**config.mk**
```make
export PLATFORM = sky130hd
export DESIGN_NAME = dual_err_proc
export DESIGN_NICKNAME = d
export VERILOG_FILES = /design/src/rtl/dvp_pkg.sv /design/src/rtl/dvp_err_sub.sv /design/src/rtl/dvp_avg_decim.sv /design/src/rtl/dvp_dz_gain.sv /design/src/rtl/dual_err_proc.sv
export SDC_FILE = /design/constraint.sdc
export NUM_CORES = 1
export LEC_CHECK = 0
export ABC_AREA = 1
export BUFFER_PORTS_ARGS = -buffer_cell sky130_fd_sc_hd__buf_2
export CORE_MARGIN = 2
export CORE_UTILIZATION = 45
export DETAILED_ROUTE_END_ITERATION = 8
export HOLD_SLACK_MARGIN = 0.06
export PLACE_DENSITY = 0.68
export SLEW_MARGIN = 10
export SYNTH_ARGS = -nofsm -noshare
export SYNTH_HDL_FRONTEND = slang
export SYNTH_SLANG_ARGS = --single-unit
```
**constraint.sdc**
```tcl
create_clock -name clk_i -period 12.6 [get_ports clk_i]
set_clock_uncertainty 0.05 [all_clocks]
set_input_delay 0.63 -clock clk_i [delete_from_list [all_inputs] [get_ports clk_i]]
set_output_delay 0.63 -clock clk_i [all_outputs]
set_load 0.02 [all_outputs]
```
**src/rtl/dvp_pkg.sv**
```systemverilog
package dvp_pkg;
  localparam int unsigned DEF_ADC_W     = 12;
  localparam int unsigned DEF_LOG2N_MAX = 4;
  localparam int unsigned DEF_GAIN_W    = 8;
  localparam int unsigned DEF_OUT_W     = 16;

  function automatic int unsigned sel_width(int unsigned log2n_max);
    return (log2n_max < 1) ? 1 : $clog2(log2n_max + 1);
  endfunction
endpackage

```
**src/rtl/dvp_err_sub.sv**
```systemverilog
module dvp_err_sub #(
  parameter int unsigned ADC_W = 12,
  localparam int unsigned ERR_W = ADC_W + 1
) (
  input  logic                    clk_i,
  input  logic                    rst_ni,
  input  logic [ADC_W-1:0]        adc_i,
  input  logic                    adc_vld_i,
  input  logic [ADC_W-1:0]        ref_i,
  output logic signed [ERR_W-1:0] err_o,
  output logic                    err_vld_o
);
  logic signed [ERR_W-1:0] diff;
  assign diff = $signed({1'b0, ref_i}) - $signed({1'b0, adc_i});

  always_ff @(posedge clk_i or negedge rst_ni) begin
    if (!rst_ni) begin
      err_o     <= '0;
      err_vld_o <= 1'b0;
    end else begin
      err_vld_o <= adc_vld_i;
      if (adc_vld_i) err_o <= diff;
    end
  end

  p_err_vld_r1: assert property (@(posedge clk_i) disable iff (!rst_ni)
    adc_vld_i |=> err_vld_o);
  p_idle_quiet_r9: assert property (@(posedge clk_i) disable iff (!rst_ni)
    !adc_vld_i |=> (!err_vld_o && $stable(err_o)));
endmodule

```
**src/rtl/dvp_avg_decim.sv**
```systemverilog
module dvp_avg_decim #(
  parameter int unsigned ERR_W     = 13,
  parameter int unsigned LOG2N_MAX = 4,
  localparam int unsigned SEL_W    = dvp_pkg::sel_width(LOG2N_MAX),
  localparam int unsigned ACC_W    = ERR_W + LOG2N_MAX,
  localparam int unsigned CNT_W    = LOG2N_MAX + 1
) (
  input  logic                    clk_i,
  input  logic                    rst_ni,
  input  logic signed [ERR_W-1:0] err_i,
  input  logic                    err_vld_i,
  input  logic [SEL_W-1:0]        dec_sel_i,
  output logic signed [ERR_W-1:0] avg_o,
  output logic                    avg_vld_o
);
  logic [SEL_W-1:0]        sel_clamp, sel_q, win_sel;
  logic [CNT_W-1:0]        cnt_q, last_cnt;
  logic signed [ACC_W-1:0] acc_q, acc_nxt, shifted;
  logic                    last;

  assign sel_clamp = (dec_sel_i > SEL_W'(LOG2N_MAX)) ? SEL_W'(LOG2N_MAX) : dec_sel_i;
  // setting is latched with the first sample of a window
  assign win_sel   = (cnt_q == '0) ? sel_clamp : sel_q;
  assign last_cnt  = (CNT_W'(1) << win_sel) - CNT_W'(1);
  assign last      = (cnt_q == last_cnt);
  assign acc_nxt   = acc_q + ACC_W'(err_i);
  assign shifted   = acc_nxt >>> win_sel;

  always_ff @(posedge clk_i or negedge rst_ni) begin
    if (!rst_ni) begin
      acc_q     <= '0;
      cnt_q     <= '0;
      sel_q     <= '0;
      avg_o     <= '0;
      avg_vld_o <= 1'b0;
    end else begin
      avg_vld_o <= 1'b0;
      if (err_vld_i) begin
        if (cnt_q == '0) sel_q <= sel_clamp;
        if (last) begin
          avg_o     <= shifted[ERR_W-1:0];
          avg_vld_o <= 1'b1;
          acc_q     <= '0;
          cnt_q     <= '0;
        end else begin
          acc_q <= acc_nxt;
          cnt_q <= cnt_q + CNT_W'(1);
        end
      end
    end
  end

  p_avg_needs_sample_r3: assert property (@(posedge clk_i) disable iff (!rst_ni)
    avg_vld_o |-> $past(err_vld_i));
  p_sel_hold_r4: assert property (@(posedge clk_i) disable iff (!rst_ni)
    (cnt_q != '0) |=> $stable(sel_q));
  p_win_bound_r2: assert property (@(posedge clk_i) disable iff (!rst_ni)
    (cnt_q != '0) |-> (sel_q <= SEL_W'(LOG2N_MAX)));
  p_idle_hold_r9: assert property (@(posedge clk_i) disable iff (!rst_ni)
    !err_vld_i |=> ($stable(cnt_q) && $stable(acc_q) && !avg_vld_o));
endmodule

```
**src/rtl/dvp_dz_gain.sv**
```systemverilog
module dvp_dz_gain #(
  parameter int unsigned ADC_W  = 12,
  parameter int unsigned GAIN_W = 8,
  parameter int unsigned OUT_W  = 16,
  localparam int unsigned ERR_W  = ADC_W + 1,
  localparam int unsigned PROD_W = ERR_W + GAIN_W + 1
) (
  input  logic                    clk_i,
  input  logic                    rst_ni,
  input  logic signed [ERR_W-1:0] err_i,
  input  logic                    err_vld_i,
  input  logic [ADC_W-1:0]        thr_i,
  input  logic [GAIN_W-1:0]       gain_i,
  output logic signed [OUT_W-1:0] corr_o,
  output logic                    corr_vld_o
);
  logic signed [ERR_W:0]    err_x, thr_s;
  logic signed [PROD_W-1:0] err_p, gain_p, prod;
  logic signed [OUT_W-1:0]  sat;
  logic                     in_dz;

  assign err_x  = {err_i[ERR_W-1], err_i};
  assign thr_s  = {2'b00, thr_i};
  assign in_dz  = (err_x <= thr_s) && (err_x >= -thr_s);
  assign err_p  = {{(PROD_W-ERR_W){err_i[ERR_W-1]}}, err_i};
  assign gain_p = {{(PROD_W-GAIN_W){1'b0}}, gain_i};
  assign prod   = err_p * gain_p;

  generate
    if (PROD_W > OUT_W) begin : g_sat
      localparam logic signed [PROD_W-1:0] MAX_V = {{(PROD_W-OUT_W+1){1'b0}}, {(OUT_W-1){1'b1}}};
      localparam logic signed [PROD_W-1:0] MIN_V = {{(PROD_W-OUT_W+1){1'b1}}, {(OUT_W-1){1'b0}}};
      always_comb begin
        if (prod > MAX_V)      sat = MAX_V[OUT_W-1:0];
        else if (prod < MIN_V) sat = MIN_V[OUT_W-1:0];
        else                   sat = prod[OUT_W-1:0];
      end
    end else begin : g_ext
      assign sat = OUT_W'(prod);
    end
  endgenerate

  always_ff @(posedge clk_i or negedge rst_ni) begin
    if (!rst_ni) begin
      corr_o     <= '0;
      corr_vld_o <= 1'b0;
    end else begin
      corr_vld_o <= err_vld_i;
      if (err_vld_i) corr_o <= in_dz ? '0 : sat;
    end
  end

  p_full_rate_r5: assert property (@(posedge clk_i) disable iff (!rst_ni)
    err_vld_i |=> corr_vld_o);
  p_dead_band_r6: assert property (@(posedge clk_i) disable iff (!rst_ni)
    (err_vld_i && (err_x <= thr_s) && (err_x >= -thr_s)) |=> (corr_o == '0));
  p_no_wrap_pos_r8: assert property (@(posedge clk_i) disable iff (!rst_ni)
    (err_vld_i && !err_i[ERR_W-1]) |=> !corr_o[OUT_W-1]);
  p_no_wrap_neg_r8: assert property (@(posedge clk_i) disable iff (!rst_ni)
    (err_vld_i && err_i[ERR_W-1]) |=> (corr_o[OUT_W-1] || corr_o == '0));
endmodule

```
**src/rtl/dual_err_proc.sv**
```systemverilog
module dual_err_proc #(
  parameter int unsigned ADC_W     = dvp_pkg::DEF_ADC_W,
  parameter int unsigned LOG2N_MAX = dvp_pkg::DEF_LOG2N_MAX,
  parameter int unsigned GAIN_W    = dvp_pkg::DEF_GAIN_W,
  parameter int unsigned OUT_W     = dvp_pkg::DEF_OUT_W,
  localparam int unsigned ERR_W    = ADC_W + 1,
  localparam int unsigned SEL_W    = dvp_pkg::sel_width(LOG2N_MAX)
) (
  input  logic                    clk_i,
  input  logic                    rst_ni,
  input  logic [ADC_W-1:0]        adc_i,
  input  logic                    adc_vld_i,
  input  logic [ADC_W-1:0]        ref_i,
  input  logic [SEL_W-1:0]        dec_sel_i,
  input  logic [ADC_W-1:0]        dz_thr_i,
  input  logic [GAIN_W-1:0]       gain_i,
  output logic signed [ERR_W-1:0] avg_o,
  output logic                    avg_vld_o,
  output logic signed [OUT_W-1:0] corr_o,
  output logic                    corr_vld_o
);
  logic signed [ERR_W-1:0] err;
  logic                    err_vld;

  dvp_err_sub #(.ADC_W(ADC_W)) u_sub (
    .clk_i, .rst_ni, .adc_i, .adc_vld_i, .ref_i,
    .err_o(err), .err_vld_o(err_vld)
  );

  dvp_avg_decim #(.ERR_W(ERR_W), .LOG2N_MAX(LOG2N_MAX)) u_avg (
    .clk_i, .rst_ni, .err_i(err), .err_vld_i(err_vld), .dec_sel_i,
    .avg_o, .avg_vld_o
  );

  dvp_dz_gain #(.ADC_W(ADC_W), .GAIN_W(GAIN_W), .OUT_W(OUT_W)) u_fast (
    .clk_i, .rst_ni, .err_i(err), .err_vld_i(err_vld), .thr_i(dz_thr_i),
    .gain_i, .corr_o, .corr_vld_o
  );

  p_paths_aligned_r5: assert property (@(posedge clk_i) disable iff (!rst_ni)
    avg_vld_o |-> corr_vld_o);
endmodule

```
==> run_results.csv <==
group,metric,value,unit
status,status,"finished, final reports clean",
sta,rsz0062_at_grt,"false",
synthesis,avgSynthCellArea,6.84,sq um
setup_path,crit_family,"adder cells",
sta,fin_ws,6.86,ns
clocking,insertion_delay,0.34,ns
synthesis,netlist.area_leader.share,0.185,
setup_path,path_cells,"nand2_1 > fa_1 > inv_1 > fa_1 > fa_1 > inv_1 > fa_1 > inv_1 > ha_1 > a21oi_1 > nand2_1 > a21oi_1 > nand3_1 > nand2_1 > nand2_1 > nor2_1 > nand3_1 > nand2_1 > nand2_1 > nand2_1 > nand2_1 > nand2_1",
placed_design,numPortBuffers,80,
floorplan,die_area,23300,sq um
setup_path,r2r_slack,6.86,ns
finish,drive_gt1_frac,0.0748,
setup_path,cp.buffers_inverters,3,
synthesis,ys_warn_count,0,
grt,grt-ovfl-total,0,
synthesis,synth_cell_types,41,
floorplan,core-area,21800,sq um
clocking,cts_max_level,3,
clocking,cts_tree,"yes",
setup_path,critPathMostFrequentCell,"nand2_1",
route,drt_iter0_drc,414,
synthesis,ys_seq_elements,70,
synthesis,synth_area,9950,sq um
placed_design,place_inst,1776,
clocking,cts-resized-gates,0,
sta,tightest_slew,1.17,ns
floorplan,initial_core_util,0.457,
synthesis,synth_compound_area_frac,0.0713,
synthesis,synth_edf_count,0,
synthesis,synthSimpleGateAreaFrac,0.289,
finish,final_nets,1744,
synthesis,synth.cells.most_frequent,"nand2_1 (489), inv_1 (301), nand3_1 (104)",
setup_path,reg2reg_from,"u_sub.err_o[12]",
finish,final_util,0.497,
flow_run,maxCapViolCount,0,
route,drc,0,
grt,antenna_found_initial,0,
setup_path,timing.critical_path.from,"u_sub.err_o[12]",
floorplan,io_pins,81,
clocking,clockBufferDepth,2,
sta,min_period,5.74,ns
placed_design,gp_congestion,0.878,
sta,setup_viol,0,
setup_path,rr_endpoint,"u_fast.corr_o[8]",
route,via_count,9006,
route,via_per_inst,5.03,
sta,timing.final.crit_share,0.455,
finish,area_delta_synth_final,8.65,%
floorplan,fp.dieW,153,microns
floorplan,dieHeight,153,microns
sta,drv_slew,0,
sta,max_slew_margin,0.218,
clocking,cts_hold_buf,0,
grt,grt_pass1_vias,9121,
synthesis,synthArstFlopShare,1.00,
clocking,cts.clk_slew.worst_paths,0.06,ns
route,dr.pass1.iters,5,
setup_path,startpoint_type,"register",
clocking,cts.sinks,70,
floorplan,std_cell_rows,54,
synthesis,syn_inst,1455,
synthesis,synth_xor_area_frac,0.0317,
setup_path,end_kind,"register",
grt,grt_use_total,0.217,
setup_path,cpPeakStageDelay,0.87,ns
placed_design,dp_hpwl,19.4,mm
clocking,cts_setup_buffers,0,
synthesis,synth.most_common_cell,"nand2_1",
setup_path,cp.depth,22,
finish,instances_no_fill,1791,
synthesis,synth_top_family_by_area,"adder cells",
synthesis,synth_flop_cell,"dfrtp_1",
sta,fin_setup_tns,0,ns
sta,hold_viol,0,
setup_path,critPathSlowestCell,"dfrtp_1",
synthesis,ys_top_cells_by_area,"nand2_1 (18%), dfrtp_1 (18%), fa_1 (17%)",
route,ant_nets,0,
synthesis,yosys-mux-area-fraction,0,
synthesis,synth_nets,1692,
clocking,root_buffer,"clkbuf_16",
setup_path,path_max_fanout,20,
clocking,cts_buffers,9,
setup_path,cp-endpoint,"u_fast.corr_o[8]",
route,drt_wl_total,24.3,mm
finish,antennaDiodeCount,0,
synthesis,synth_fa_ha_area_frac,0.300,
setup_path,cp.required,12.83,ns
sta,fmax,174,MHz
setup_path,worstSetupPathType,"register to register",
synthesis,yosysTopAreaCell,"nand2_1",
min_path,hold_class,"input port to async pin",
synthesis,synth-seq-area-share,0.176,
placed_design,pre_cts_slack,6.86,ns
setup_path,ff2ff_path_depth,22,
setup_path,cp.arrival,5.97,ns
route,wl_per_cell,13.6,microns
grt,grt_pass1_wl,42.0,mm
grt,grt_max_degree,47,
-- how the worst min path moves through the flow --
| stage | to | from |
|---|---|---|
| after floorplan | u_avg.acc_q[0] | rst_ni |
| after global placement | u_avg.avg_o[1] | u_avg.avg_o[1] |
| after detailed placement | u_avg.avg_o[1] | u_avg.avg_o[1] |
| after CTS | u_avg.acc_q[13] | rst_ni |
| after global routing | u_avg.acc_q[13] | rst_ni |
| final | u_avg.acc_q[13] | rst_ni |
-- cell usage in the layout (no fill, tap or decap), types with 4 or more instances in the layout --
cell type	synthesis	routed
dfrtp_1	70	70
fa_1	86	86
clkbuf_16	0	9
nor3_1	13	13
buf_2	4	80
o21ai_0	51	51
nand4_1	16	16
nand3b_1	9	9
clkinvlp_4	0	4
inv_1	301	301
a21oi_1	60	60
nand3_1	104	104
ha_1	101	101
nand2_1	489	489
nand2_2	4	4
xnor2_1	13	13
nor2_1	41	41
xor2_1	23	23
-- worst reg2reg max path, delay by kind of cell, from the launching register on --
family | cells | cell delay (ns)
AOI/OAI and AO/OA | 2 | 0.45
buffers and inverters | 3 | 0.25
DFF | 1 | 0.87
and+or+nand+nor | 12 | 1.47
adders and majority gates | 5 | 2.56
-- flip-flops by register name, summed over array words and instances, names as in the netlist, 3 cells and up --
register	flops
u_avg.cnt_q	5
u_fast.corr_o	16
u_avg.acc_q	17
u_avg.avg_o	13
u_avg.sel_q	3
u_sub.err_o	13
-- logic make-up (layout without fill, tap and decap cells) --
kind of cell,after synthesis,count (layout)
buffers and inverters,345,401
xor gates and xnor gates,36,36
adders and majority gates,187,187
AOI/OAI and AO/OA,131,131
DFF,70,70
and+or+nand+nor,686,686
-- layout make-up --
type / count / area (sq um)
Fill cell: 2211 / 10900
Timing Repair Buffer: 82 / 415
Tap cell: 280 / 350
Clock inverter: 6 / 40.0
Clock buffer: 9 / 225
Sequential cell: 70 / 1750
Inverter: 304 / 1140
Multi-Input combinational cell: 1040 / 6890
-- per-stage QoR --
step                hold slack [ns]  cell area [sq um]
finish                        0.240              10800
global route                  0.294              10800
CTS                           0.267              10800
detailed placement            0.411              10500
global placement              0.402              10500
floorplan                     0.284               9950
-- per-layer routing --
| layer | up-vias | GRT usage | share of wire |
|---|---|---|---|
| li1 | 4570 | - | - |
| met1 | 4213 | 0.265 | 0.43 |
| met4 | 0 | 0.0679 | 0.025 |
| met5 | - | 0 | 0 |
| met2 | 183 | 0.399 | 0.51 |
| met3 | 40 | 0.0256 | 0.039 |
Power is not shown: default switching activity piles up to over one toggle a cycle in this logic, so the estimate is an artifact.
